File: src/rtl/regbank_pkg.sv
package regbank_pkg;

   // Flag bit positions on flag_wen / flag_in / flags
   typedef enum int unsigned {
      FLG_CARRY = 0,
      FLG_ZERO  = 1,
      FLG_SIGN  = 2,
      FLG_OVF   = 3
   } flag_pos_e;

   localparam int unsigned FLAG_COUNT = 4;

   function automatic bit is_pow2(input int unsigned v);
      return (v != 0) && ((v & (v - 1)) == 0);
   endfunction

endpackage

File: src/rtl/regbank_wr_decode.sv
module regbank_wr_decode #(
   parameter int unsigned WORD_W    = 32,
   parameter int unsigned NUM_WORDS = 8,
   parameter int unsigned BYTE_W    = 8,
   parameter int unsigned BYTE_REGS = 4,
   localparam int unsigned IDX_W    = $clog2(NUM_WORDS),
   localparam int unsigned BREG_W   = $clog2(BYTE_REGS)
) (
   input  logic                                 wr_en,
   input  logic                                 wr_byte,
   input  logic [IDX_W-1:0]                     wr_idx,
   input  logic [WORD_W-1:0]                    wr_data,
   output logic [NUM_WORDS-1:0][WORD_W-1:0]     wmask,
   output logic [WORD_W-1:0]                    wval
);

   localparam int unsigned REPL = WORD_W / BYTE_W;

   logic [BREG_W-1:0]       bsel_reg;
   logic [IDX_W-BREG_W-1:0] bsel_lane;
   logic [WORD_W-1:0]       lane_mask;

   assign bsel_reg  = wr_idx[BREG_W-1:0];
   assign bsel_lane = wr_idx[IDX_W-1:BREG_W];
   assign lane_mask = WORD_W'({BYTE_W{1'b1}}) << (bsel_lane * BYTE_W);

   // Byte mode puts the byte in every lane; the mask selects one lane
   assign wval = wr_byte ? {REPL{wr_data[BYTE_W-1:0]}} : wr_data;

   for (genvar k = 0; k < NUM_WORDS; k++) begin : g_mask
      if (k < BYTE_REGS) begin : g_aliased
         always_comb begin
            wmask[k] = '0;
            if (wr_en) begin
               if (!wr_byte && (wr_idx == IDX_W'(k)))
                  wmask[k] = '1;
               else if (wr_byte && (bsel_reg == BREG_W'(k)))
                  wmask[k] = lane_mask;
            end
         end
      end else begin : g_plain
         always_comb begin
            wmask[k] = '0;
            if (wr_en && !wr_byte && (wr_idx == IDX_W'(k)))
               wmask[k] = '1;
         end
      end
   end

endmodule

File: src/rtl/regbank_word_store.sv
module regbank_word_store #(
   parameter int unsigned WORD_W    = 32,
   parameter int unsigned NUM_WORDS = 8
) (
   input  logic                             clk,
   input  logic                             rst,
   input  logic [NUM_WORDS-1:0][WORD_W-1:0] wmask,
   input  logic [WORD_W-1:0]                wval,
   output logic [NUM_WORDS-1:0][WORD_W-1:0] regs_q
);

   for (genvar k = 0; k < NUM_WORDS; k++) begin : g_word
      always_ff @(posedge clk) begin
         if (rst)
            regs_q[k] <= '0;
         else
            regs_q[k] <= (regs_q[k] & ~wmask[k]) | (wval & wmask[k]);
      end


      word_reset_chk: assert property (@(posedge clk) rst |=> (regs_q[k] == '0))
         else $error("word %0d not cleared by reset", k);
   end

endmodule

File: src/rtl/regbank_rd_port.sv
module regbank_rd_port #(
   parameter int unsigned WORD_W     = 32,
   parameter int unsigned NUM_WORDS  = 8,
   parameter int unsigned BYTE_W     = 8,
   parameter int unsigned BYTE_REGS  = 4,
   parameter bit          BYTE_SEXT  = 1'b0,
   localparam int unsigned IDX_W     = $clog2(NUM_WORDS),
   localparam int unsigned BREG_W    = $clog2(BYTE_REGS)
) (
   input  logic [NUM_WORDS-1:0][WORD_W-1:0] regs,
   input  logic [IDX_W-1:0]                 idx,
   input  logic                             byte_mode,
   output logic [WORD_W-1:0]                data
);

   logic [WORD_W-1:0] src_word;
   logic [WORD_W-1:0] shifted;
   logic [BYTE_W-1:0] byte_val;
   logic [WORD_W-1:0] byte_ext;

   assign src_word = regs[idx[BREG_W-1:0]];
   assign shifted  = src_word >> (idx[IDX_W-1:BREG_W] * BYTE_W);
   assign byte_val = shifted[BYTE_W-1:0];

   if (BYTE_SEXT) begin : g_sext
      assign byte_ext = {{(WORD_W-BYTE_W){byte_val[BYTE_W-1]}}, byte_val};
   end else begin : g_zext
      assign byte_ext = {{(WORD_W-BYTE_W){1'b0}}, byte_val};
   end

   assign data = byte_mode ? byte_ext : regs[idx];

endmodule

File: src/rtl/regbank_flags.sv
module regbank_flags #(
   parameter int unsigned NUM_FLAGS = 4
) (
   input  logic                 clk,
   input  logic                 rst,
   input  logic [NUM_FLAGS-1:0] flag_wen,
   input  logic [NUM_FLAGS-1:0] flag_in,
   output logic [NUM_FLAGS-1:0] flags_q
);

   for (genvar i = 0; i < NUM_FLAGS; i++) begin : g_flag
      always_ff @(posedge clk) begin
         if (rst)
            flags_q[i] <= 1'b0;
         else if (flag_wen[i])
            flags_q[i] <= flag_in[i];
      end


      flag_hold_chk: assert property (@(posedge clk) disable iff (rst)
         !flag_wen[i] |=> $stable(flags_q[i]))
         else $error("flag %0d moved without enable", i);


      flag_load_chk: assert property (@(posedge clk) disable iff (rst)
         flag_wen[i] |=> (flags_q[i] == $past(flag_in[i])))
         else $error("flag %0d did not load", i);


      flag_reset_chk: assert property (@(posedge clk) rst |=> !flags_q[i])
         else $error("flag %0d not cleared", i);
   end

endmodule

File: src/rtl/regbank_alias.sv
module regbank_alias
   import regbank_pkg::*;
#(
   parameter int unsigned WORD_W    = 32,
   parameter int unsigned NUM_WORDS = 8,
   parameter int unsigned BYTE_W    = 8,
   parameter int unsigned BYTE_REGS = 4,
   parameter int unsigned NUM_RD    = 2,
   parameter bit          BYTE_SEXT = 1'b0,
   localparam int unsigned IDX_W    = $clog2(NUM_WORDS),
   localparam int unsigned BREG_W   = $clog2(BYTE_REGS),
   localparam int unsigned LANES    = NUM_WORDS / BYTE_REGS
) (
   input  logic                       clk,
   input  logic                       rst,
   input  logic                       wr_en,
   input  logic                       wr_byte,
   input  logic [IDX_W-1:0]           wr_idx,
   input  logic [WORD_W-1:0]          wr_data,
   input  logic [NUM_RD*IDX_W-1:0]    rd_idx,
   input  logic [NUM_RD-1:0]          rd_byte,
   output logic [NUM_RD*WORD_W-1:0]   rd_data,
   input  logic [FLAG_COUNT-1:0]      flag_wen,
   input  logic [FLAG_COUNT-1:0]      flag_in,
   output logic [FLAG_COUNT-1:0]      flags
);

   initial begin
      if (!is_pow2(NUM_WORDS) || !is_pow2(BYTE_REGS))
         $error("word count and byte register count must be powers of two");
      if (LANES < 2 || BYTE_REGS > NUM_WORDS)
         $error("byte index space must cover at least two lanes");
      if ((WORD_W % BYTE_W) != 0 || LANES * BYTE_W > WORD_W)
         $error("byte lanes do not fit the word");
      if (NUM_RD < 1)
         $error("at least one read port required");
   end

   logic [NUM_WORDS-1:0][WORD_W-1:0] wmask;
   logic [WORD_W-1:0]                wval;
   logic [NUM_WORDS-1:0][WORD_W-1:0] regs_q;

   regbank_wr_decode #(
      .WORD_W(WORD_W), .NUM_WORDS(NUM_WORDS),
      .BYTE_W(BYTE_W), .BYTE_REGS(BYTE_REGS)
   ) i_wr_decode (
      .wr_en(wr_en), .wr_byte(wr_byte), .wr_idx(wr_idx),
      .wr_data(wr_data), .wmask(wmask), .wval(wval)
   );

   regbank_word_store #(
      .WORD_W(WORD_W), .NUM_WORDS(NUM_WORDS)
   ) i_word_store (
      .clk(clk), .rst(rst), .wmask(wmask), .wval(wval), .regs_q(regs_q)
   );

   for (genvar p = 0; p < NUM_RD; p++) begin : g_rd
      regbank_rd_port #(
         .WORD_W(WORD_W), .NUM_WORDS(NUM_WORDS), .BYTE_W(BYTE_W),
         .BYTE_REGS(BYTE_REGS), .BYTE_SEXT(BYTE_SEXT)
      ) i_rd_port (
         .regs(regs_q),
         .idx(rd_idx[p*IDX_W +: IDX_W]),
         .byte_mode(rd_byte[p]),
         .data(rd_data[p*WORD_W +: WORD_W])
      );
   end

   regbank_flags #(.NUM_FLAGS(FLAG_COUNT)) i_flags (
      .clk(clk), .rst(rst), .flag_wen(flag_wen),
      .flag_in(flag_in), .flags_q(flags)
   );

   for (genvar k = 0; k < NUM_WORDS; k++) begin : g_chk

      idle_hold_chk: assert property (@(posedge clk) disable iff (rst)
         !wr_en |=> $stable(regs_q[k]))
         else $error("word %0d changed with write strobe low", k);

      if (k >= BYTE_REGS) begin : g_hi

         byte_unreach_chk: assert property (@(posedge clk) disable iff (rst)
            (wr_en && wr_byte) |=> $stable(regs_q[k]))
            else $error("byte write reached word %0d", k);
      end else begin : g_lo

         byte_keep_chk: assert property (@(posedge clk) disable iff (rst)
            (wr_en && wr_byte && wr_idx[BREG_W-1:0] == BREG_W'(k)) |=>
            (((regs_q[k] ^ $past(regs_q[k])) & ~$past(wmask[k])) == '0))
            else $error("byte write disturbed other bits of word %0d", k);
      end


      word_load_chk: assert property (@(posedge clk) disable iff (rst)
         (wr_en && !wr_byte && wr_idx == IDX_W'(k)) |=> (regs_q[k] == $past(wr_data)))
         else $error("word write to %0d lost", k);
   end

endmodule

File: config.mk
export PLATFORM = sky130hd
export DESIGN_NAME = regbank_alias
export DESIGN_NICKNAME = d
export VERILOG_FILES = /design/src/rtl/regbank_pkg.sv /design/src/rtl/regbank_wr_decode.sv /design/src/rtl/regbank_word_store.sv /design/src/rtl/regbank_rd_port.sv /design/src/rtl/regbank_flags.sv /design/src/rtl/regbank_alias.sv
export SDC_FILE = /design/constraint.sdc
export NUM_CORES = 1
export LEC_CHECK = 0
export BUFFER_PORTS_ARGS = -buffer_cell sky130_fd_sc_hd__buf_2
export CAP_MARGIN = 20
export CELL_PAD_IN_SITES_DETAIL_PLACEMENT = 1
export CELL_PAD_IN_SITES_GLOBAL_PLACEMENT = 2
export CORE_UTILIZATION = 25
export DETAILED_ROUTE_END_ITERATION = 10
export PLACE_DENSITY_LB_ADDON = 0.1
export SLEW_MARGIN = 20
export SYNTH_ARGS = -nofsm -noshare
export SYNTH_HDL_FRONTEND = slang
export SYNTH_SLANG_ARGS = --single-unit
export TNS_END_PERCENT = 20
File: constraint.sdc
create_clock -name clk -period 1.25 [get_ports clk]
set_input_delay 0.0625 -clock clk [delete_from_list [all_inputs] [get_ports clk]]
set_output_delay 0.0625 -clock clk [all_outputs]
set_load 0.03 [all_outputs]
==> flow_metrics.py <==
metrics = {
    "detailed_routing": {
        "drc": 0,
        "wl_um": 68100,
        "drt_iter0_markers": 689,
        "wl_per_cell_um": 27.1,
        "dr.pass1.iters": 5,
        "vias": 13500,
        "vias_per_cell": 5.36,
        "ant_nets": 0,
    },
    "die": {
        "fp.dieArea_um2": 59800,
        "rows": 88,
        "start_util_pct": 25.4,
        "die_w_um": 245,
        "ios": 123,
        "core_area_um2": 57900,
        "die_height_um": 245,
    },
    "layout": {
        "layout-drive-gt1-share_pct": 42.9,
        "seq_area_um2": 5320,
        "multi_input_area_um2": 9050,
        "antennaDiodeCount": 0,
        "layout_common_cells": "224 x a21oi_1, 194 x buf_4, 169 x dfxtp_1",
        "num-fill-cells": 6458,
        "finalInstanceArea_um2": 20200,
        "fin_cells": 2510,
        "area_growth_pct": 37.1,
        "layout.nets": 1776,
        "final_common_cell": "a21oi_1",
    },
    "global_routing": {
        "antenna_found_initial": 0,
        "grt_pass1_wl_um": 100000,
        "grtUsageTotal_pct": 22.8,
        "grt_overflow": 0,
        "first_global_vias": 14300,
        "grt_max_degree": 47,
    },
    "power_and_ir_drop": {
        "p_per_area_nw_per_um2": 1150,
        "p_leak_nw": 7.00,
        "peakVddDrop_mv": 0.728,
        "p_total_w": 0.0232,
    },
    "timing": {
        "fin_ws_ps": -751,
        "relSlewSlack_pct": 35.6,
        "whs_ps": 19.8,
        "fin_crit_ps": 2000,
        "fmax_mhz": 500,
        "worst_pin_slew_ps": 965,
        "period_share_pct": 160,
        "hold_viol": 0,
        "rsz0062_at_grt": "yes",
        "fin_skew_ps": 0,
        "setup-violations-final": 64,
        "setup_tns_ps": -42100,
        "slew_viol_final": 0,
    },
    "cts": {
        "clkLatencyLatePin_ps": 550,
        "clkTransAtPathRegs_ps": 60,
        "clockBufferDepth": 3,
        "cts_buffers": 36,
        "root_buffer": "clkbuf_16",
        "cts_tree": "yes",
        "clock-sinks": 260,
        "h-tree-depth": 2,
    },
    "setup_path": {
        "cp_max_fo": 3,
        "critPathMaxStageDelay_ps": 530,
        "crit_path_cell_trace": "mux4_2 > nor2b_1 > a31o_1 > buf_6",
        "slowest_stage": "mux4_2",
        "r2r_end": "i_flags.flags_q[3]",
        "path_depth": 4,
        "path_delay_family": "multiplexers",
        "r2r-start": "i_flags.flags_q[3]",
        "worstPathRequired_ps": 1190,
        "reg2reg_slack_ps": 110,
        "arrival_ps": 1940,
        "crit_type": "reg2out",
        "reg2reg_depth": 3,
        "cp_num_buf_inv": 1,
        "critPathLaunchType": "flip-flop",
        "cp-end-kind": "primary output",
    },
    "synthesis": {
        "syn_nets": 1544,
        "async_reset_ff_share_pct": 0,
        "synthCells": 1489,
        "yosysWarnings": 0,
        "synthDistinctLibCells": 45,
        "synth_edf_count": 0,
        "avgSynthCellArea_um2": 9.88,
        "yosysSeqAreaShare_pct": 35.4,
        "synth_seq_cells": 260,
        "ys.flop_type": "dfxtp_1",
        "netlist_area_um2": 14700,
    },
    "flow_run": {
        "maxCapViolations": 0,
    },
    "min_path": {
        "min_from": "wr_data[2]",
        "min_path_type": "in2reg",
        "worst_hold_path.num_cells": 4,
    },
    "outcome": {
        "violations": "negative setup slack",
        "status": "finished, violations left",
    },
    "placed_design": {
        "placed_cells": 2415,
        "place_area_um2": 17700,
        "place_congestion": 0.846,
        "numPortBuffers": 122,
        "hpwl_um": 48100,
    },
}
## Yosys cell counts (2+ instances only)
master	number	area share (%)
buf_2	58	2.0
a22oi_1	32	1.6
a31o_1	9	0.54
a21oi_1	224	7.6
a211oi_2	37	3.1
mux2i_1	150	10
dfxtp_1	260	35
buf_8	2	0.20
a31o_2	7	0.42
nor2_2	6	0.26
a211oi_1	59	3.0
nand2_1	65	1.7
o21ai_0	81	2.8
mux4_2	96	15
buf_12	2	0.27
clkbuf_1	71	1.8
nor2b_1	21	0.89
and2_1	3	0.13
nand3_1	96	3.3
buf_4	34	1.7
o21ai_1	15	0.51
nor2_1	52	1.3
mux2i_2	6	0.56
nand4bb_1	2	0.15
a311oi_1	32	1.9
a31oi_1	32	1.4
buf_6	15	1.1
buf_1	5	0.13
## cells by family after synthesis
logic type                share of synthesized area (%)
DFF                                                35.4
muxes                                              25.5
buffers and inverters                              7.32
xor gates and xnor gates                          0.221
AOI/OAI and AO/OA                                  22.9
and+or+nand+nor                                    8.73
## worst reg2reg max path, delay by kind of cell, from the launching register on
kind / cells / cell delay, ps
buffers and inverters: 1 / 570
flip-flops: 1 / 310
multiplexers: 1 / 120
AND/OR/NAND/NOR: 1 / 40
## where the power goes
group | switching, W | internal, W | total [W]
clock network | 0.00418 | 0.00658 | 0.0108
registers | 0.000140 | 0.00848 | 0.00862
logic | 0.00225 | 0.00155 | 0.00380
total | 0.00657 | 0.0166 | 0.0232
## cell type report
class,instances,area share (%)
repair buffers,381,18.0
flip-flops and latches,260,26.4
inverters,2,0.0372
multi-input cells,1040,44.8
clock inverters,9,0.664
well taps,765,4.74
clock buffers,53,5.34
## timing repair
| item | CTS | global route |
|---|---|---|
| setup buffers | 4 | 0 |
| hold buffers | 29 | 0 |
| endpoints found under the hold margin | 90 | 0 |
| pin swaps | 3 | 2 |
| resized for setup | 240 | 54 |
| endpoints found under the setup margin | 64 | 64 |
## worst max-delay path by stage
stage,endpoint,slack [ps]
finish,rd_data[2],-750
global route,rd_data[5],-800
CTS,rd_data[7],-790
detailed placement,rd_data[19],-620
global placement,rd_data[19],-630
floorplan,rd_data[22],-90
## routing by layer
layer	vias up	GRT usage, %	part of all wire [%]
li1	6157	-	-
met1	6922	29.8	45
met2	294	38.7	49
met3	93	2.45	3.3
met4	0	8.29	3.1
met5	-	0	0
## stage by stage
step | util [%] | worst slack, ps
after floorplan | - | -89.1
after global placement | 30.6 | -634
after detailed placement | 30.6 | -618
after CTS | 34.5 | -789
after global routing | 34.8 | -796
final | 34.8 | -751
Power figures use the tool's default switching activity.
